File: src/rtl/irq_pkg.sv
package irq_pkg;
  typedef struct packed {
    logic        setEn;
    logic        clrEn;
    logic        setPend;
    logic        clrPend;
    logic        prioWr;
    logic        maskAllWr;
    logic        maskNmiWr;
    logic        thrWr;
    logic [2:0]  bank;
    logic [5:0]  prioWord;
    logic [31:0] data;
  } regStrobe_t;
endpackage

File: src/rtl/irq_ctrl.sv
module irq_ctrl import irq_pkg::*; #(
  parameter int NUM_LINES = 8,
  parameter int PRIO_BITS = 3
) (
  input  logic                           regValid,
  input  logic                           regWrite,
  input  logic [1:0]                     regSize,
  input  logic                           regPriv,
  input  logic [6:0]                     regAddr,
  input  logic [31:0]                    regWdata,
  input  logic [NUM_LINES-1:0]           enState,
  input  logic [NUM_LINES-1:0]           pendState,
  input  logic [NUM_LINES-1:0]           actState,
  input  logic [NUM_LINES*PRIO_BITS-1:0] prioFlat,
  input  logic                           maskAll,
  input  logic                           maskNmi,
  input  logic [PRIO_BITS-1:0]           thrState,
  output regStrobe_t                     strb,
  output logic [31:0]                    respRdata,
  output logic                           respErr
);
  localparam int NUM_BANKS  = (NUM_LINES + 31) / 32;
  localparam int PRIO_WORDS = (NUM_LINES + 3) / 4;
  localparam int PAD_W      = NUM_BANKS * 32;

  logic [PAD_W-1:0] enPad, pendPad, actPad;
  logic             bankOk, prioOk, accOk, doWr;
  logic [3:0]       grp;

  always_comb begin
    enPad = '0;   enPad[NUM_LINES-1:0]   = enState;
    pendPad = '0; pendPad[NUM_LINES-1:0] = pendState;
    actPad = '0;  actPad[NUM_LINES-1:0]  = actState;
  end

  assign grp     = regAddr[6:3];
  assign bankOk  = 32'(regAddr[2:0]) < NUM_BANKS;
  assign prioOk  = regAddr[6] && (32'(regAddr[5:0]) < PRIO_WORDS);
  assign respErr = regValid && ((regSize != 2'd2) || !regPriv);
  assign accOk   = regValid && !respErr;
  assign doWr    = accOk && regWrite;

  always_comb begin
    strb = '0;
    strb.bank     = regAddr[2:0];
    strb.prioWord = regAddr[5:0];
    strb.data     = regWdata;
    strb.setEn    = doWr && bankOk && grp == 4'd0;
    strb.clrEn    = doWr && bankOk && grp == 4'd1;
    strb.setPend  = doWr && bankOk && grp == 4'd2;
    strb.clrPend  = doWr && bankOk && grp == 4'd3;
    strb.maskAllWr = doWr && regAddr == 7'h30;
    strb.maskNmiWr = doWr && regAddr == 7'h31;
    strb.thrWr     = doWr && regAddr == 7'h32;
    strb.prioWr    = doWr && prioOk;
  end

  always_comb begin
    respRdata = '0;
    if (accOk && !regWrite) begin
      if (grp <= 4'd4 && bankOk) begin
        for (int b = 0; b < NUM_BANKS; b++) begin
          if (32'(regAddr[2:0]) == b) begin
            if (grp <= 4'd1)      respRdata = enPad[b*32 +: 32];
            else if (grp <= 4'd3) respRdata = pendPad[b*32 +: 32];
            else                  respRdata = actPad[b*32 +: 32];
          end
        end
      end else if (regAddr == 7'h30) begin
        respRdata = {31'd0, maskAll};
      end else if (regAddr == 7'h31) begin
        respRdata = {31'd0, maskNmi};
      end else if (regAddr == 7'h32) begin
        respRdata = {24'd0, 8'(thrState) << (8 - PRIO_BITS)};
      end else if (prioOk) begin
        for (int i = 0; i < NUM_LINES; i++) begin
          if (32'(regAddr[5:0]) == i / 4)
            respRdata[(i%4)*8 +: 8] = 8'(prioFlat[i*PRIO_BITS +: PRIO_BITS]) << (8 - PRIO_BITS);
        end
      end
    end
  end

  // a rejected access never produces a write strobe
  always_comb begin
    assert_err_no_strobe_R2: assert (!(respErr && (strb.setEn || strb.clrEn || strb.setPend ||
      strb.clrPend || strb.prioWr || strb.maskAllWr || strb.maskNmiWr || strb.thrWr)));
  end
endmodule

File: src/rtl/irq_datapath.sv
module irq_datapath import irq_pkg::*; #(
  parameter int NUM_LINES = 8,
  parameter int PRIO_BITS = 3,
  parameter logic [NUM_LINES-1:0] LEVEL_MASK = '0,
  localparam int ID_W = $clog2(NUM_LINES + 1)
) (
  input  logic                           clk,
  input  logic                           rstN,
  input  regStrobe_t                     strb,
  input  logic [NUM_LINES-1:0]           lineIn,
  input  logic                           nmiIn,
  input  logic                           ack,
  input  logic                           ret,
  output logic [NUM_LINES-1:0]           enState,
  output logic [NUM_LINES-1:0]           pendState,
  output logic [NUM_LINES-1:0]           actState,
  output logic [NUM_LINES*PRIO_BITS-1:0] prioFlat,
  output logic                           maskAll,
  output logic                           maskNmi,
  output logic [PRIO_BITS-1:0]           thrState,
  output logic                           irqReq,
  output logic [ID_W-1:0]                irqId,
  output logic                           irqIsNmi
);
  localparam int LVL_W       = PRIO_BITS + 2;
  localparam int STACK_DEPTH = (1 << PRIO_BITS) + 1;
  localparam int SP_W        = $clog2(STACK_DEPTH + 1);
  localparam logic [LVL_W-1:0] IDLE_LVL = LVL_W'((1 << PRIO_BITS) + 1);
  localparam logic [ID_W-1:0]  NMI_ID   = ID_W'(NUM_LINES);

  logic [NUM_LINES-1:0] en, pend, act, inPrev, nPend, nAct;
  logic [PRIO_BITS-1:0] prio [NUM_LINES];
  logic [PRIO_BITS-1:0] thr;
  logic                 mAll, mNmi, nmiPrev, nmiPend, nmiAct;
  logic [LVL_W-1:0]     runLvl, winLvl;
  logic [ID_W-1:0]      winId;
  logic                 winNmi, take, pop;
  logic [SP_W-1:0]      sp;
  logic [ID_W-1:0]      stackId  [STACK_DEPTH];
  logic [LVL_W-1:0]     stackLvl [STACK_DEPTH];
  logic [ID_W-1:0]      popId;

  // arbitration: smallest level wins, lowest index on ties, non-maskable first
  always_comb begin
    winLvl = IDLE_LVL;
    winId  = '0;
    winNmi = 1'b0;
    for (int i = 0; i < NUM_LINES; i++) begin
      if (pend[i] && en[i] && !mAll && !mNmi && !(thr != '0 && prio[i] >= thr) &&
          (LVL_W'(prio[i]) + LVL_W'(1)) < winLvl) begin
        winLvl = LVL_W'(prio[i]) + LVL_W'(1);
        winId  = ID_W'(i);
      end
    end
    if (nmiPend) begin
      winLvl = '0;
      winId  = NMI_ID;
      winNmi = 1'b1;
    end
  end

  assign irqReq   = winLvl < runLvl;
  assign irqId    = winId;
  assign irqIsNmi = winNmi;
  assign pop      = ret && (sp != '0);
  assign take     = ack && irqReq && !ret;
  assign popId    = pop ? stackId[sp - SP_W'(1)] : '0;

  always_comb begin
    nPend = pend;
    nAct  = act;
    for (int i = 0; i < NUM_LINES; i++) begin
      if (32'(strb.bank) == i / 32) begin
        if (strb.setPend && strb.data[i%32]) nPend[i] = 1'b1;
        if (strb.clrPend && strb.data[i%32]) nPend[i] = 1'b0;
      end
      if (take && !winNmi && winId == ID_W'(i)) begin
        nPend[i] = 1'b0;
        nAct[i]  = 1'b1;
      end
      if (pop && popId == ID_W'(i)) nAct[i] = 1'b0;
      if (LEVEL_MASK[i]) begin
        if (lineIn[i] && !act[i] && !(take && !winNmi && winId == ID_W'(i))) nPend[i] = 1'b1;
      end else if (lineIn[i] && !inPrev[i]) begin
        nPend[i] = 1'b1;
      end
    end
  end

  always_ff @(posedge clk) begin
    if (!rstN) begin
      en <= '0; pend <= '0; act <= '0; inPrev <= '0;
      mAll <= 1'b0; mNmi <= 1'b0; thr <= '0;
      nmiPrev <= 1'b0; nmiPend <= 1'b0; nmiAct <= 1'b0;
      runLvl <= IDLE_LVL; sp <= '0;
      for (int i = 0; i < NUM_LINES; i++) prio[i] <= '0;
    end else begin
      inPrev  <= lineIn;
      nmiPrev <= nmiIn;
      pend    <= nPend;
      act     <= nAct;
      for (int i = 0; i < NUM_LINES; i++) begin
        if (32'(strb.bank) == i / 32) begin
          if (strb.setEn && strb.data[i%32]) en[i] <= 1'b1;
          if (strb.clrEn && strb.data[i%32]) en[i] <= 1'b0;
        end
        if (strb.prioWr && 32'(strb.prioWord) == i / 4)
          prio[i] <= strb.data[(i%4)*8 + 7 -: PRIO_BITS];
      end
      if (strb.maskAllWr) mAll <= strb.data[0];
      if (strb.maskNmiWr) mNmi <= strb.data[0];
      if (strb.thrWr)     thr  <= strb.data[7 -: PRIO_BITS];
      if (pop) begin
        runLvl <= stackLvl[sp - SP_W'(1)];
        sp     <= sp - SP_W'(1);
        if (popId == NMI_ID) nmiAct <= 1'b0;
      end else if (take) begin
        runLvl <= winLvl;
        sp     <= sp + SP_W'(1);
        if (winNmi) nmiAct <= 1'b1;
      end
      if (take && winNmi) nmiPend <= 1'b0;
      if (nmiIn && !nmiPrev) nmiPend <= 1'b1;
    end
  end

  always_ff @(posedge clk) begin
    if (take) begin
      stackId[sp]  <= winId;
      stackLvl[sp] <= runLvl;
    end
  end

  always_comb begin
    enState = en; pendState = pend; actState = act;
    maskAll = mAll; maskNmi = mNmi; thrState = thr;
    for (int i = 0; i < NUM_LINES; i++) prioFlat[i*PRIO_BITS +: PRIO_BITS] = prio[i];
  end

  assert_take_raises_urgency_R6: assert property (@(posedge clk) disable iff (!rstN)
    take |=> (runLvl < $past(runLvl)) && (sp == $past(sp) + SP_W'(1)));
  assert_pop_shrinks_stack_R12: assert property (@(posedge clk) disable iff (!rstN)
    pop |=> sp == $past(sp) - SP_W'(1));
  assert_stack_bound_R6: assert property (@(posedge clk) disable iff (!rstN)
    sp <= SP_W'(STACK_DEPTH));
  assert_nmi_presented_R11: assert property (@(posedge clk) disable iff (!rstN)
    (nmiPend && !nmiAct) |-> (irqReq && irqIsNmi));
  assert_masks_block_R9: assert property (@(posedge clk) disable iff (!rstN)
    ((mAll || mNmi) && irqReq) |-> irqIsNmi);
  assert_idle_no_ret_R12: assert property (@(posedge clk) disable iff (!rstN)
    (ret && sp == '0) |=> $stable(act));
endmodule

File: src/rtl/irq_nest_ctrl.sv
module irq_nest_ctrl import irq_pkg::*; #(
  parameter int NUM_LINES = 8,
  parameter int PRIO_BITS = 3,
  parameter logic [NUM_LINES-1:0] LEVEL_MASK = 8'h0F,
  localparam int ID_W = $clog2(NUM_LINES + 1)
) (
  input  logic                 clk,
  input  logic                 rstN,
  input  logic [NUM_LINES-1:0] lineIn,
  input  logic                 nmiIn,
  input  logic                 regValid,
  input  logic                 regWrite,
  input  logic [1:0]           regSize,
  input  logic                 regPriv,
  input  logic [6:0]           regAddr,
  input  logic [31:0]          regWdata,
  output logic [31:0]          respRdata,
  output logic                 respErr,
  input  logic                 ack,
  input  logic                 ret,
  output logic                 irqReq,
  output logic [ID_W-1:0]      irqId,
  output logic                 irqIsNmi
);
  regStrobe_t                     strb;
  logic [NUM_LINES-1:0]           enState, pendState, actState;
  logic [NUM_LINES*PRIO_BITS-1:0] prioFlat;
  logic                           maskAll, maskNmi;
  logic [PRIO_BITS-1:0]           thrState;

  irq_ctrl #(.NUM_LINES(NUM_LINES), .PRIO_BITS(PRIO_BITS)) i_ctrl (
    .regValid(regValid), .regWrite(regWrite), .regSize(regSize), .regPriv(regPriv),
    .regAddr(regAddr), .regWdata(regWdata), .enState(enState), .pendState(pendState),
    .actState(actState), .prioFlat(prioFlat), .maskAll(maskAll), .maskNmi(maskNmi),
    .thrState(thrState), .strb(strb), .respRdata(respRdata), .respErr(respErr));

  irq_datapath #(.NUM_LINES(NUM_LINES), .PRIO_BITS(PRIO_BITS), .LEVEL_MASK(LEVEL_MASK)) i_dp (
    .clk(clk), .rstN(rstN), .strb(strb), .lineIn(lineIn), .nmiIn(nmiIn), .ack(ack), .ret(ret),
    .enState(enState), .pendState(pendState), .actState(actState), .prioFlat(prioFlat),
    .maskAll(maskAll), .maskNmi(maskNmi), .thrState(thrState),
    .irqReq(irqReq), .irqId(irqId), .irqIsNmi(irqIsNmi));
endmodule

File: config.mk
export PLATFORM = sky130hd
export DESIGN_NAME = irq_nest_ctrl
export DESIGN_NICKNAME = d
export VERILOG_FILES = /design/src/rtl/irq_pkg.sv /design/src/rtl/irq_ctrl.sv /design/src/rtl/irq_datapath.sv /design/src/rtl/irq_nest_ctrl.sv
export SDC_FILE = /design/constraint.sdc
export NUM_CORES = 1
export LEC_CHECK = 0
export ABC_AREA = 1
export CORE_UTILIZATION = 52
export CTS_BUF_LIST = sky130_fd_sc_hd__clkbuf_16
export CTS_CLUSTER_DIAMETER = 80
export CTS_CLUSTER_SIZE = 14
export DETAILED_ROUTE_END_ITERATION = 10
export PLACE_DENSITY = 0.77
export SYNTH_ARGS = -nofsm -noshare
export SYNTH_HDL_FRONTEND = slang
export SYNTH_SLANG_ARGS = --single-unit
File: constraint.sdc
create_clock -name clk -period 11.8 [get_ports clk]
set_input_delay 1.18 -clock clk [delete_from_list [all_inputs] [get_ports clk]]
set_output_delay 1.18 -clock clk [all_outputs]
set_load 0.05 [all_outputs]
==> reports/metrics.yaml, run 1 <==
max_stage_delay_ns: 0.44
synth_top_cell_by_area: "edfxtp_1"
fin_nets: 1290
seqPwrFrac: 0.359
vias_per_cell: 5.70
power_leakage_nw: 4.56
placed_cell_area_um2: 10000
critical_path_class: "reg -> out"
ys_warn_count: 0
rows: 47
avgSynthCellArea_um2: 8.33
power-per-cell-area_nw_per_um2: 166
yosysMostFrequentCell: "nand2_1"
end_kind: "output port"
worst_setup_path_start_kind: "register"
status: "finished, final reports clean"
fin_area_um2: 10800
clock_latency_ns: 0.43
grt_pass1_vias: 7365
max-cap-violations: 0
cts_buffers: 17
skew_ns: 0.00738
ys_seq_area_frac: 0.446
tns_ns: 0
antenna_left: 0
cp_max_fo: 10
die_h_um: 134
htree_num_levels: 4
wl_per_cell_um: 16.6
synth-seq-cells: 149
ys_top_cells_by_area: "edfxtp_1 35%, dfxtp_1 9.7%, nand2_1 8.9%, ha_1 7.2%, inv_1 5.5%"
grt_remaining_overflow: 0
period_share: 0.950
tightestPinTransition_ns: 1.05
gp_congestion: 0.914
clkSinkCount: 149
start_util: 0.540
antenna_found_initial: 0
synth_edf_count: 105
synthDistinctLibCells: 57
drive_gt1_frac: 0.130
clockRootBuffer: "clkbuf_16"
dpl.hpwl_um: 16600
grt_max_degree: 43
portBuffers: 65
multi_input_area_um2: 4410
maxSlewViolCount: 0
cts_buffer_depth: 2
ioPinCount: 96
clkPwrFrac: 0.304
n_fill_cell: 1366
postSynthCellCount: 1087
rrSetupSlack_ns: 1.41
critPathArrivalTime_ns: 10.03
post-route-util: 0.645
die-width_um: 134
power_mw: 1.79
synth_area_um2: 9050
whs_ns: 0.398
max_freq_ghz: 0.0892
synthTopCellsByCount: "215 x nand2_1, 132 x inv_1, 109 x nor2_1"
p_comb_frac: 0.337
relSlewSlack: 0.300
core_area_um2: 16800
min_period_ns: 11.21
grt_first_pass_wirelength_um: 36800
cts_tree: "done"
setup_viol: 0
crit_path_frequent_cell: "nand2_4"
num_antenna_cells: 0
clkTransAtPathRegs_ns: 0.06
yosys_most_used_dff: "edfxtp_1"
drc_errors: 0
peakVddDrop_mv: 0.349
drtPass1Iterations: 5
yosysTopAreaCellShare: 0.348
swShare: 0.367
p_sw_mw: 0.658
area_growth_pct: 19.5
drt-total-wl_um: 23500
hold_path.class: "reg -> reg"
cp.required_ns: 10.62
async_flop_share: 0
cts_hold_buf: 0
slowest_stage: "edfxtp_1"
seqCellArea_um2: 4040
p_int_mw: 1.13
die-area_um2: 17900
grt_usage: 0.265
drt_iter0_drc: 693
via_count: 8049
hold_violations: 0
-- per-stage QoR --
step / std cells / setup slack (ns)
floorplan: 1101 / 0.148
global placement: 1369 / 0.106
detailed placement: 1369 / -0.0615
CTS: 1403 / 0.0162
global route: 1413 / -0.0656
finish: 1413 / 0.586
-- per-layer routing --
layer,GRT usage,vias to the layer above,part of all wire
met5,0,-,0
met4,0.0915,0,0.013
met3,0.0363,24,0.062
met2,0.439,323,0.49
met1,0.357,3831,0.44
li1,-,3871,-
-- state kept, by name, summed over array words and instances, names as in the netlist --
signal	flops
i_dp.stackLvl	45
i_dp.stackId	36
i_dp.prio	24
i_dp.actState	8
i_dp.enState	8
i_dp.pendState	8
i_dp.runLvl	5
i_dp.inPrev	4
i_dp.sp	4
i_dp.thrState	3
i_dp.maskAll	1
i_dp.maskNmi	1
i_dp.nmiPend	1
i_dp.nmiPrev	1
-- layout by cell type, fill, tap and decap left out, types with 15 or more instances in the layout --
master and instances:
nand2_1 214, a22oi_1 17, buf_4 37, nand2_2 19, clkdlybuf4s50_1 61, nand2_4 15, edfxtp_1 105, nor2_1 109
o21ai_0 60, nand3_1 72, nor3_1 18, inv_1 133, clkbuf_16 17, dfxtp_1 43, conb_1 15, ha_1 49
a21oi_1 58
-- logic make-up (layout without fill, tap and decap cells) --
family                   Yosys count  in the layout  synth area share
AO/OA/AOI/OAI                    210            210             0.145
other                              1             15          0.000414
flip-flops                       149            149             0.446
AND/OR/NAND/NOR                  483            483             0.244
buffers and inverters            185            277            0.0856
adder cells (fa/ha/maj)           52             52            0.0719
XOR/XNOR                           7              7           0.00677
-- repair_timing --
item / CTS / global route
setup endpoints to repair: 1 / 91
pin swaps: 1 / 6
resized for setup: 7 / 21
buffers inserted: 3 / 10
-- power groups by stage --
stage               clock (mW)  combinational [mW]  sequential, mW
global route             0.564               0.673           0.647
floorplan                    0               0.432           0.641
finish                   0.545               0.605           0.643
detailed placement           0               0.584           0.653
CTS                      0.545               0.598           0.642
global placement             0               0.572           0.652
-- path summary, 6_finish.rpt --
path                             end  cells past startpoint       startpoint
setup / recovery              irqReq                     59  i_dp.prio[0][2]
hold / removal     i_dp.pendState[6]                      1   i_dp.inPrev[6]
setup reg to reg  i_dp.stackId[4][2]                     61  i_dp.prio[0][2]
hold reg to reg    i_dp.pendState[6]                      1   i_dp.inPrev[6]
-- critical path: cells and delay by family, from the launching register on --
kind	cells	cell delay, ns
AOI/OAI and AO/OA	21	3.69
DFF	1	0.44
adders and majority gates	9	2.44
and+or+nand+nor	21	1.99
buffers and inverters	8	1.06
-- layout make-up --
type,count,area share
flip-flops and latches,149,0.373
repair buffers,102,0.0895
inverters,144,0.0500
clock buffers,17,0.0393
clock inverters,14,0.0150
multi-input cells,767,0.408
well taps,220,0.0255
Note: power is estimated with default switching activity, not from simulation.
==> run 2: changes to the inputs <==
--- a/config.mk
+++ b/config.mk
@@ -6,12 +6,11 @@
 export NUM_CORES = 1
 export LEC_CHECK = 0
 export ABC_AREA = 1
-export CORE_UTILIZATION = 52
+export CORE_UTILIZATION = 40
 export CTS_BUF_LIST = sky130_fd_sc_hd__clkbuf_16
 export CTS_CLUSTER_DIAMETER = 80
 export CTS_CLUSTER_SIZE = 14
 export DETAILED_ROUTE_END_ITERATION = 10
-export PLACE_DENSITY = 0.77
 export SYNTH_ARGS = -nofsm -noshare
 export SYNTH_HDL_FRONTEND = slang
 export SYNTH_SLANG_ARGS = --single-unit
==> reports/metrics.yaml, run 2 (same netlist as run 1, synthesis figures left out) <==
portBuffers: 65
start_util: 0.411
n_fill_cell: 2143
setup_viol: 0
gp_congestion: 0.876
cts_buffer_depth: 2
slowest_stage: "edfxtp_1"
post-place-ws_ns: -0.0446
hold_path.class: "reg -> reg"
tns_ns: 0
final-instance-count-excl-fill: 1481
hp-start: "i_dp.nmiPrev"
whs_endpoint: "i_dp.nmiPend"
clock_latency_ns: 0.43
hold_violations: 0
max_freq_ghz: 0.0897
peakVddDrop_mv: 0.133
power_mw: 1.82
num_antenna_cells: 0
antenna_left: 0
drt-total-wl_um: 24000
grt_usage: 0.209
regMostFlops: "i_dp.stackLvl"
cts_hold_buf: 0
grt_remaining_overflow: 0
post-route-util: 0.498
largest_reg_flops: 45
area_growth_pct: 21.1
rrSetupSlack_ns: 1.43
crit_path_frequent_cell: "nand2_1"
seqCellArea_um2: 4030
worst_setup_path_start_kind: "register"
htree_num_levels: 4
via_count: 7676
fin_area_um2: 11000
rr_endpoint: "i_dp.stackId[4][1]"
period_share: 0.945
drt_iter0_drc: 597
clkTransAtPathRegs_ns: 0.07
dpl.hpwl_um: 17600
antenna_found_initial: 0
final_common_cell: "nand2_1"
multi_input_area_um2: 4410
maxSlewViolCount: 0
drive_gt1_frac: 0.136
dp.cells: 1434
wl_per_cell_um: 16.2
power_leakage_nw: 4.60
end_kind: "output port"
skew_ns: 0.0118
tightestPinTransition_ns: 1.14
grt_max_degree: 43
setup_ws_ns: 0.654
drtPass1Iterations: 10
vias_per_cell: 5.18
cts_buffers: 17
grt_first_pass_wirelength_um: 37800
hold_path_depth: 1
max-cap-violations: 0
fin_nets: 1297
die-area_um2: 23200
min_period_ns: 11.15
clkSinkCount: 149
largest_registers: "i_dp.stackLvl: 45 flops, i_dp.stackId: 36 flops, i_dp.prio: 24 flops"
ioPinCount: 96
clockRootBuffer: "clkbuf_16"
drc_errors: 1
status: "finished with violations"
cts_tree: "done"
critical_path_class: "reg -> out"
rr_startpoint: "i_dp.prio[0][0]"
whs_ns: 0.403
core_area_um2: 22000
cp.required_ns: 10.62
cp_max_fo: 10
grt_pass1_vias: 7143
power-per-cell-area_nw_per_um2: 166
rows: 54
die-width_um: 152
reg2reg_depth: 63
placed_cell_area_um2: 10100
violations: "design-rule violations"
critPathArrivalTime_ns: 9.97
max_stage_delay_ns: 0.44
relSlewSlack: 0.238
die_h_um: 152
final_cell_mix: "214 x nand2_1, 131 x inv_1, 109 x nor2_1"
run 2: changes by cell type in the layout (fill, tap and decap cells not counted), moves of 2 or more:
cell	before	now
clkinv_2	3	1
inv_6	2	6
buf_4	37	44
inv_8	0	3
inv_1	133	131
run 2: worst max-delay path by stage:
stage,from,cells past startpoint,endpoint,slack (ns)
after floorplan,i_dp.thrState[0],54,irqReq,0.15
after global placement,i_dp.prio[0][0],59,irqReq,0.07
after detailed placement,i_dp.prio[0][0],60,irqReq,-0.04
after CTS,i_dp.prio[0][0],61,irqReq,0.002
after global routing,i_dp.prio[0][0],62,irqReq,-0.03
final,i_dp.prio[0][0],61,irqReq,0.65
run 2: area by class of cell:
cell class / count / area share
multi-input combinational: 767 / 0.402
clock buffer: 17 / 0.0388
timing repair buffer: 109 / 0.0931
clock inverter: 15 / 0.0168
inverter: 144 / 0.0493
tap: 280 / 0.0320
sequential: 149 / 0.368
run 2: power breakdown:
group          switching [mW]  internal [mW]  total, mW  leakage [nW]
registers              0.0384          0.605      0.643          1.35
logic                   0.407          0.207      0.614          2.95
clock network           0.240          0.321      0.561         0.298
run 2: layer usage:
layer	vias up	track usage	share of wire
li1	3875	-	-
met1	3602	0.292	0.47
met2	173	0.329	0.46
met3	26	0.0384	0.049
met4	0	0.0625	0.016
met5	-	0	0
run 2: timing repair:
| action | 4_1_cts | 5_1_grt |
|---|---|---|
| endpoints found under the setup margin | 1 | 66 |
| buffers inserted | 2 | 13 |
| gates resized for setup | 7 | 19 |
| pin swaps | 0 | 4 |
run 2: worst max-delay path, delay by kind of cell (launching register included):
kind	cells	cell delay, ns
adder cells (fa/ha/maj)	9	2.16
AO/OA/AOI/OAI	21	3.77
flip-flops	1	0.44
AND/OR/NAND/NOR	23	2.13
buffers and inverters	8	1.01
==> run 3: changes to the inputs <==
==> constraint.sdc (replaced) <==
create_clock -name clk -period 14.29 [get_ports clk]
set_input_delay 1.429 -clock clk [delete_from_list [all_inputs] [get_ports clk]]
set_output_delay 1.429 -clock clk [all_outputs]
set_load 0.05 [all_outputs]
==> reports/metrics.yaml, run 3 (same netlist as run 1, synthesis figures left out) <==
max_freq_ghz: 0.0753
n_fill_cell: 2122
dr_wl_met3_um: 1090
hold_path.class: "reg -> reg"
setup_viol: 0
critPathBufInv: 6
critical_path.top_delay_family: "compound AO/OA/AOI/OAI gates"
ioPinCount: 96
drtPass1Iterations: 7
post-cts-setup-buffer-count: 0
worst_setup_path_start_kind: "register"
status: "finished, final reports clean"
regMostFlops: "i_dp.stackLvl"
power_mw: 1.49
final_cell_mix: "215 x nand2_1, 133 x inv_1, 109 x nor2_1"
drc_errors: 0
largest_registers: "i_dp.stackLvl: 45 flops, i_dp.stackId: 36 flops, i_dp.prio: 24 flops"
peakVddDrop_mv: 0.0999
grt_remaining_overflow: 0
fin_nets: 1269
grt_first_pass_wirelength_um: 37700
whs_ns: 0.409
relSlewSlack: 0.248
drt-total-wl_um: 23600
rows: 54
gp_congestion: 0.834
drt_iter0_drc: 616
power_leakage_nw: 4.44
area_growth_pct: 17.4
placed_cell_area_um2: 10000
cts_tree: "done"
cts_buffer_depth: 2
min_period_ns: 13.27
drive_gt1_frac: 0.0990
slowest_stage: "a2111oi_4"
portBuffers: 65
setup_ws_ns: 1.02
final-instance-count-excl-fill: 1452
maxSlewViolCount: 0
clock_latency_ns: 0.42
drt-met1-wl_um: 11400
start_util: 0.411
tightestPinTransition_ns: 1.12
route.met2.wl_um: 10900
wl_per_cell_um: 16.3
clockRootBuffer: "clkbuf_16"
cp.required_ns: 12.86
rrSetupSlack_ns: 1.81
max_stage_delay_ns: 0.51
antenna_found_initial: 0
die-width_um: 152
cts_buffers: 17
dp.cells: 1421
num_antenna_cells: 0
max-cap-violations: 0
core_area_um2: 22000
grt_usage: 0.209
grt_pass1_vias: 7076
clkTransAtPathRegs_ns: 0.06
vias_per_cell: 5.22
dpl.hpwl_um: 17400
skew_ns: 0.00980
die-area_um2: 23200
via_count: 7583
grt_max_degree: 43
largest_reg_flops: 45
critPathArrivalTime_ns: 11.84
hold_violations: 0
htree_num_levels: 4
rsz0062_at_grt: "false"
crit_path_frequent_cell: "ha_1"
die_h_um: 152
critical_path_class: "reg -> out"
period_share: 0.929
power-per-cell-area_nw_per_um2: 140
fin_area_um2: 10600
clkSinkCount: 149
final_common_cell: "nand2_1"
post-route-util: 0.482
post-place-ws_ns: 1.04
highest_layer: "met4"
cp_max_fo: 10
tns_ns: 0
end_kind: "output port"
antenna_left: 0
[run 3: cell count changes in the layout (fill, tap and decap cells not counted), sizes merged]
cell | previous run | this run
clkdlybuf4s50 | 61 | 64
bufinv | 2 | 3
inv | 150 | 146
clkinv | 6 | 8
buf | 48 | 17
[run 3: what timing repair did]
action	CTS	global route
gates resized for setup	0	3
hold buffers	0	0
endpoints found under the setup margin	0	4
[run 3: cell type report]
| cell class | count | area [um^2] | share of cell area |
|---|---|---|---|
| Timing Repair Buffer | 81 | 781 | 0.0735 |
| Sequential cell | 149 | 4030 | 0.380 |
| Multi-Input combinational cell | 767 | 4310 | 0.406 |
| Clock buffer | 17 | 425 | 0.0400 |
| Clock inverter | 14 | 178 | 0.0167 |
| Tap cell | 280 | 350 | 0.0330 |
| Inverter | 144 | 541 | 0.0509 |
[run 3: final timing paths]
kind / start / to / cells after the start
max reg2reg: i_dp.thrState[1] / i_dp.stackLvl[0][4] / 57
max: i_dp.thrState[1] / irqReq / 57
min: i_dp.inPrev[6] / i_dp.pendState[6] / 1
min reg2reg: i_dp.inPrev[6] / i_dp.pendState[6] / 1
[run 3: routing by layer]
layer / global-route usage / vias to the layer above
li1: - / 3832
met1: 0.296 / 3534
met2: 0.337 / 193
met3: 0.0284 / 24
met4: 0.0563 / 0
met5: 0 / -
[run 3: where the power goes]
part           internal (mW)  switching, mW  total (mW)  leakage (nW)
Clock                  0.276          0.184       0.461         0.295
Combinational          0.157          0.336       0.492          2.80
Sequential             0.500         0.0321       0.532          1.35
Total                  0.933          0.552        1.49          4.44
